File: config.mk
export PLATFORM = sky130hd
export DESIGN_NAME = vec_prio_tracker
export DESIGN_NICKNAME = d
export VERILOG_FILES = /design/src/rtl/vpt_pkg.sv /design/src/rtl/vpt_prio_enc.sv /design/src/rtl/vpt_ppr_calc.sv /design/src/rtl/vpt_bitmaps.sv /design/src/rtl/vec_prio_tracker.sv
export SDC_FILE = /design/constraint.sdc
export NUM_CORES = 2
export LEC_CHECK = 0
export ABC_AREA = 1
export BUFFER_PORTS_ARGS = -buffer_cell sky130_fd_sc_hd__buf_4
export CAP_MARGIN = 40
export CELL_PAD_IN_SITES_DETAIL_PLACEMENT = 1
export CELL_PAD_IN_SITES_GLOBAL_PLACEMENT = 1
export CORE_MARGIN = 2
export CORE_UTILIZATION = 41
export CTS_BUF_LIST = sky130_fd_sc_hd__clkbuf_16
export DETAILED_ROUTE_END_ITERATION = 8
export PLACE_DENSITY_LB_ADDON = 0.08
export SLEW_MARGIN = 10
export SYNTH_ARGS = -nofsm -noshare
export SYNTH_HDL_FRONTEND = slang
export SYNTH_HIERARCHICAL = 1
export SYNTH_SLANG_ARGS = --single-unit
export TNS_END_PERCENT = 50
File: constraint.sdc
create_clock -name clk_i -period 7.1 [get_ports clk_i]
set_input_delay 1.42 -clock clk_i [delete_from_list [all_inputs] [get_ports clk_i]]
set_output_delay 1.42 -clock clk_i [all_outputs]
set_load 0.02 [all_outputs]
File: src/rtl/vpt_pkg.sv
package vpt_pkg;
  localparam int NUM_VEC    = 256;
  localparam int VEC_W      = $clog2(NUM_VEC);
  localparam int CLS_W      = 4;
  localparam int RSVD_LIMIT = 16;
  localparam int ERR_BIT    = 5;
  typedef logic [VEC_W-1:0] vec_t;
endpackage

File: src/rtl/vpt_prio_enc.sv
module vpt_prio_enc #(
  parameter int N       = 256,
  parameter int GROUP_W = 32
) (
  input  logic [N-1:0]         bits_i,
  output logic                 found_o,
  output logic [$clog2(N)-1:0] idx_o
);
  localparam int NG = N / GROUP_W;
  localparam int GW = (GROUP_W > 1) ? $clog2(GROUP_W) : 1;
  localparam int IW = $clog2(N);

  function automatic logic [GW-1:0] hi_in_group(input logic [GROUP_W-1:0] b);
    logic [GW-1:0] r;
    r = '0;
    for (int i = 0; i < GROUP_W; i++) if (b[i]) r = GW'(i);
    return r;
  endfunction

  logic [NG-1:0]    grp_any;
  logic [NG*GW-1:0] grp_idx;

  for (genvar g = 0; g < NG; g++) begin : gen_grp
    assign grp_any[g]           = |bits_i[g*GROUP_W +: GROUP_W];
    assign grp_idx[g*GW +: GW]  = hi_in_group(bits_i[g*GROUP_W +: GROUP_W]);
  end

  // highest non-empty group wins
  always_comb begin
    found_o = 1'b0;
    idx_o   = '0;
    for (int g = 0; g < NG; g++) begin
      if (grp_any[g]) begin
        found_o = 1'b1;
        idx_o   = IW'(g * GROUP_W + int'(grp_idx[g*GW +: GW]));
      end
    end
  end
endmodule

File: src/rtl/vpt_ppr_calc.sv
module vpt_ppr_calc
  import vpt_pkg::*;
(
  input  vec_t tpr_i,
  input  logic isr_found_i,
  input  vec_t isr_hi_i,
  output vec_t ppr_o
);
  logic [CLS_W-1:0] t_cls, s_cls;

  always_comb begin
    t_cls = tpr_i[VEC_W-1 -: CLS_W];
    s_cls = isr_found_i ? isr_hi_i[VEC_W-1 -: CLS_W] : '0;
    if (t_cls >= s_cls) ppr_o = tpr_i;
    else                ppr_o = {s_cls, {(VEC_W-CLS_W){1'b0}}};
  end
endmodule

File: src/rtl/vpt_bitmaps.sv
module vpt_bitmaps
  import vpt_pkg::*;
(
  input  logic               clk_i,
  input  logic               rst_ni,
  input  logic               acc_valid_i,
  input  vec_t               acc_vec_i,
  input  logic               acc_level_i,
  input  logic               ack_i,
  input  vec_t               ack_vec_i,
  input  logic               eoi_i,
  input  vec_t               eoi_vec_i,
  input  logic               err_set_i,
  input  vec_t               err_vec_i,
  output logic [NUM_VEC-1:0] irr_o,
  output logic [NUM_VEC-1:0] isr_o,
  output logic [NUM_VEC-1:0] tmr_o,
  output logic               bcast_o,
  output vec_t               bcast_vec_o
);
  logic [NUM_VEC-1:0] irr_q, isr_q, tmr_q;
  logic [NUM_VEC-1:0] irr_d, isr_d, tmr_d;
  logic               bcast_q;
  vec_t               bcast_vec_q;

  always_comb begin
    irr_d = irr_q;
    isr_d = isr_q;
    tmr_d = tmr_q;
    if (ack_i) irr_d[ack_vec_i] = 1'b0;
    if (err_set_i) irr_d[err_vec_i] = 1'b1;
    if (eoi_i) begin
      isr_d[eoi_vec_i] = 1'b0;
      tmr_d[eoi_vec_i] = 1'b0;
    end
    // duplicate request is dropped entirely
    if (acc_valid_i && !irr_q[acc_vec_i]) begin
      irr_d[acc_vec_i] = 1'b1;
      if (acc_level_i) tmr_d[acc_vec_i] = 1'b1;
    end
    if (ack_i) isr_d[ack_vec_i] = 1'b1;
  end

  always_ff @(posedge clk_i or negedge rst_ni) begin
    if (!rst_ni) begin
      irr_q       <= '0;
      isr_q       <= '0;
      tmr_q       <= '0;
      bcast_q     <= 1'b0;
      bcast_vec_q <= '0;
    end else begin
      irr_q       <= irr_d;
      isr_q       <= isr_d;
      tmr_q       <= tmr_d;
      bcast_q     <= eoi_i && tmr_q[eoi_vec_i];
      bcast_vec_q <= eoi_vec_i;
    end
  end

  assign irr_o       = irr_q;
  assign isr_o       = isr_q;
  assign tmr_o       = tmr_q;
  assign bcast_o     = bcast_q;
  assign bcast_vec_o = bcast_vec_q;


  fresh_accept_sets_chk: assert property (@(posedge clk_i) disable iff (!rst_ni)
    (acc_valid_i && !irr_q[acc_vec_i]) |=> irr_q[$past(acc_vec_i)]);


  bcast_needs_eoi_chk: assert property (@(posedge clk_i) disable iff (!rst_ni)
    bcast_q |-> ($past(eoi_i) && !tmr_q[bcast_vec_q]));
endmodule

File: src/rtl/vec_prio_tracker.sv
module vec_prio_tracker
  import vpt_pkg::*;
#(
  parameter int GROUP_W = 32
) (
  input  logic               clk_i,
  input  logic               rst_ni,
  input  logic               acc_valid_i,
  input  logic [7:0]         acc_vector_i,
  input  logic               acc_level_i,
  input  logic               tpr_wr_i,
  input  logic [7:0]         tpr_data_i,
  input  logic               ack_i,
  input  logic               eoi_wr_i,
  input  logic [7:0]         err_vector_i,
  input  logic               esr_clr_i,
  output logic               irq_valid_o,
  output logic [7:0]         irq_vector_o,
  output logic [7:0]         ppr_o,
  output logic [7:0]         tpr_o,
  output logic [7:0]         esr_o,
  output logic [255:0]       irr_o,
  output logic [255:0]       isr_o,
  output logic [255:0]       tmr_o,
  output logic               eoi_bcast_o,
  output logic [7:0]         eoi_bcast_vec_o
);
  logic [NUM_VEC-1:0] irr_w, isr_w, tmr_w;
  logic irr_found, isr_found;
  vec_t irr_hi, isr_hi, ppr_now;
  vec_t tpr_q, ppr_q, irq_vec_q;
  logic irq_valid_q, esr_bit_q;
  logic hit, rsvd, err_set, ack_do, eoi_do;

  vpt_prio_enc #(.N(NUM_VEC), .GROUP_W(GROUP_W)) u_irr_enc (
    .bits_i(irr_w), .found_o(irr_found), .idx_o(irr_hi));

  vpt_prio_enc #(.N(NUM_VEC), .GROUP_W(GROUP_W)) u_isr_enc (
    .bits_i(isr_w), .found_o(isr_found), .idx_o(isr_hi));

  vpt_ppr_calc u_ppr (
    .tpr_i(tpr_q), .isr_found_i(isr_found), .isr_hi_i(isr_hi), .ppr_o(ppr_now));

  assign hit     = irr_found && (irr_hi >= ppr_now);
  assign rsvd    = hit && (irr_hi < VEC_W'(RSVD_LIMIT));
  assign err_set = rsvd && !ack_i;
  assign ack_do  = ack_i && irq_valid_q;
  assign eoi_do  = eoi_wr_i && isr_found;

  vpt_bitmaps u_maps (
    .clk_i       (clk_i),
    .rst_ni      (rst_ni),
    .acc_valid_i (acc_valid_i),
    .acc_vec_i   (acc_vector_i),
    .acc_level_i (acc_level_i),
    .ack_i       (ack_do),
    .ack_vec_i   (irq_vec_q),
    .eoi_i       (eoi_do),
    .eoi_vec_i   (isr_hi),
    .err_set_i   (err_set),
    .err_vec_i   (err_vector_i),
    .irr_o       (irr_w),
    .isr_o       (isr_w),
    .tmr_o       (tmr_w),
    .bcast_o     (eoi_bcast_o),
    .bcast_vec_o (eoi_bcast_vec_o)
  );

  // offer is dropped on the acknowledge cycle so a stale vector is never taken twice
  always_ff @(posedge clk_i or negedge rst_ni) begin
    if (!rst_ni) begin
      tpr_q       <= '0;
      ppr_q       <= '0;
      irq_valid_q <= 1'b0;
      irq_vec_q   <= '0;
      esr_bit_q   <= 1'b0;
    end else begin
      if (tpr_wr_i) tpr_q <= tpr_data_i;
      ppr_q       <= ppr_now;
      irq_valid_q <= hit && !ack_i;
      irq_vec_q   <= rsvd ? err_vector_i : irr_hi;
      esr_bit_q   <= err_set || (esr_bit_q && !esr_clr_i);
    end
  end

  always_comb begin
    esr_o          = '0;
    esr_o[ERR_BIT] = esr_bit_q;
  end

  assign irq_valid_o  = irq_valid_q;
  assign irq_vector_o = irq_vec_q;
  assign ppr_o        = ppr_q;
  assign tpr_o        = tpr_q;
  assign irr_o        = irr_w;
  assign isr_o        = isr_w;
  assign tmr_o        = tmr_w;


  ppr_low_from_tpr_chk: assert property (@(posedge clk_i) disable iff (!rst_ni)
    (ppr_q[3:0] != 4'h0) |-> (ppr_q == $past(tpr_q)));


  ack_drops_offer_chk: assert property (@(posedge clk_i) disable iff (!rst_ni)
    ack_i |=> !irq_valid_q);


  empty_eoi_noop_chk: assert property (@(posedge clk_i) disable iff (!rst_ni)
    (eoi_wr_i && (isr_w == '0) && !ack_do) |=> $stable(isr_w));


  rsvd_substitute_chk: assert property (@(posedge clk_i) disable iff (!rst_ni)
    $rose(esr_bit_q) |-> (irq_valid_q && (irq_vec_q == $past(err_vector_i))));
endmodule

==> results_dict.tcl <==
set metrics [dict create \
    path_clk_slew_ns 0.06 \
    synth_top_area_share_pct 38.9 \
    avgSynthCellArea_sq_um 6.59 \
    clk_latency_ns 0.74 \
    clock-root-buffer "clkbuf_16" \
    postPlaceCellArea_sq_um 60600 \
    crit_path_start_kind "flip-flop" \
    async_reset_ff_share_pct 100 \
    grtUsageTotal_pct 52.4 \
    slew_headroom_pct 20.7 \
    rsz0062_at_grt "false" \
    ir_drop_v 0.000405 \
    cap_violations 0 \
    synth-simple-area-share_pct 30.6 \
    ios 842 \
    tightest_slew_ns 1.19 \
    finalPower_mw 19.3 \
    finalHoldViolations 0 \
    globalRouteOverflowTotal 0 \
    path_depth 22 \
    r2r-end "u_maps/tmr_o[117]" \
    setup_viol 0 \
    grt_pass1_wl_um 486000 \
    wl_per_cell_um 34.0 \
    grt_antenna_before_repair 33 \
    critPathMaxStageDelay_ns 0.70 \
    criticalPathCategory "flip-flop to flip-flop" \
    yosys.area_share.adder_pct 0.291 \
    cts_buffer_depth 3 \
    synth_area_leaders "dfrtp_1, nand2_1, o21ai_0, nor2_1, inv_1" \
    synth_enable_flop_cells 0 \
    crit_required_ns 7.72 \
    dieArea_sq_um 129000 \
    core-area_sq_um 125000 \
    slew_violations 0 \
    gp_congestion 1.08 \
    min_path_type "flip-flop to flip-flop" \
    min_period_over_period_pct 98.1 \
    via_per_inst 6.45 \
    cts_setup_buffers 0 \
    yosysTopAreaCell "dfrtp_1" \
    r2r-start "u_maps/isr_o[37]" \
    synth_xor_area_share_pct 0 \
    cts_tree "done" \
    ctsHtreeMaxLevel 3 \
    path_cells "nor2_1, nand3_1, nor4_1, nand4_1, inv_1, nor2_1, nand2_1, a21oi_1, o41ai_1, buf_4, a31oi_1, o21ai_0, nand3_1, nor2_4, inv_1, nor2_1, nand2_2, buf_4, o21ai_0, o31ai_1, nand3_1, nand2_1" \
    first_pass_iters 6 \
    fin_skew_ns 0.0258 \
    netlist_area_sq_um 51600 \
    ys_seq_area_share_pct 38.9 \
    dpl_worst_slack_ns 0.464 \
    tns_ns 0 \
    ant_nets 0 \
    cts_resized 0 \
    chipHeight_um 359 \
    worst_slack_ns 0.134 \
    layout.cells.non_filler 10300 \
    drive_above_1_share_pct 15.4 \
    yosysWarnings 6 \
    crit_family "simple AND/OR/NAND/NOR gates" \
    first_iter_violations 9998 \
    fmax_ghz 0.144 \
    numCtsBuffers 99 \
    drc 0 \
    status "finished, final reports clean" \
    reg2reg_setup_slack_ns 0.13 \
    hold_slack_ns 0.542 \
    wl_um 350000 \
    die_x_um 359 \
    fin_util_pct 51.2 \
    fin_crit_ns 6.97 \
    dp_hpwl_um 252000 \
    ys_ff_latch 803 \
    synth_compound_area_share_pct 20.3 \
    endpoint_kind "flip-flop" \
    first_global_vias 63302 \
    crit_end "u_maps/tmr_o[117]" \
    area_growth_pct 24.1 \
    crit_fanout 16 \
    p_per_area_nw_per_um2 301 \
    synth_top_family_by_area "simple AND/OR/NAND/NOR gates" \
    grt_max_degree 198 \
    ys.flop_type "dfrtp_1" \
    io_buffers 834 \
    postLayoutCellArea_sq_um 64100 \
    placedCellCount 10081 \
    cpMaxStageDelayCell "nor2_4" \
    r2r_cells 22 \
    path_buf_inv 4 \
    vias 66389 \
    clock-sinks 803 \
    arrival_ns 7.59 \
    p_leak_nw 34.7 \
    nFillCells 16460 \
    synth_cell_type_count 39 \
    ctsHoldBuffers 0 \
    start_util_pct 41.2 \
    syn_inst 7828 \
    rows 130 \
    fin_nets 8576 \
    startpoint "u_maps/isr_o[37]" \
    muxShareOfSynthArea_pct 0.175 \
]
## where the power goes
part	internal, mW	switching, mW
clock network	3.17	2.35
registers	5.05	0.792
logic	2.01	5.89
## sequential cells by signal, indices dropped and copies added, names as in the netlist
signal	count
u_maps/bcast_vec_o	8
tpr_o	8
ppr_o	8
u_maps/irr_o	256
u_maps/tmr_o	256
irq_vector_o	8
u_maps/bcast_o	1
irq_valid_o	1
esr_bit_q	1
u_maps/isr_o	256
## metal layers
metal | share of wire [%] | global-route usage [%]
met5 | 0.049 | 0.296
met4 | 8.2 | 35.5
met3 | 16 | 22.5
met2 | 39 | 71.4
met1 | 37 | 66.4
## worst min-delay path by stage
stage / startpoint / cells after the start / end
floorplan: esr_bit_q / 2 / esr_bit_q
global placement: tpr_o[3] / 2 / ppr_o[3]
detailed placement: tpr_o[3] / 2 / ppr_o[3]
CTS: u_maps/isr_o[222] / 2 / u_maps/isr_o[222]
global route: tpr_o[3] / 1 / tpr_o[3]
finish: tpr_o[2] / 2 / ppr_o[2]
## cell usage after synthesis (144+ instances only)
cell type	instances
a21oi_1	223
a22oi_1	172
buf_2	144
clkbuf_1	308
dfrtp_1	803
inv_1	746
nand2_1	2700
nand3_1	337
nor2_1	881
o21ai_0	739
o21bai_1	266
o31ai_1	263
## cell families (layout without fill, tap and decap cells)
kind of cell	count (synthesis)	count (layout)
compound gates	1732	1732
fa+ha+maj	12	12
buf+inv	1251	2033
flops	803	803
mux	8	8
other cells	1	41
simple gates	4021	4021
## cells in the final DEF, fill, tap and decap left out, types with 24 or more instances in the layout
master	instances
inv_1	732
dfrtp_1	803
a21oi_1	223
nand2_1	2688
buf_4	1035
nand4_1	60
clkinv_2	24
o21ai_1	30
o21bai_1	266
a31oi_1	29
a22oi_1	172
diode_2	34
nand3_1	337
o31ai_1	263
clkbuf_16	100
clkinv_1	32
inv_2	25
o21ai_0	739
nor2_1	860
## area by class of cell
type / instances / area [sq um] / area share, %
sequential: 803 / 20100 / 31.4
tap: 1650 / 2060 / 3.22
timing repair buffer: 1090 / 8880 / 13.9
clock buffer: 100 / 2500 / 3.91
multi-input combinational: 5780 / 26700 / 41.7
antenna: 34 / 85.1 / 0.133
clock inverter: 85 / 866 / 1.35
inverter: 758 / 2860 / 4.46
## worst register-to-register path, delay by kind of cell, from the launching register on
family	cells	cell delay [ns]
buf+inv	4	1.14
simple gates	12	3.55
flops	1	0.43
compound gates	6	1.73
Note: power is estimated with default switching activity, not from simulation.
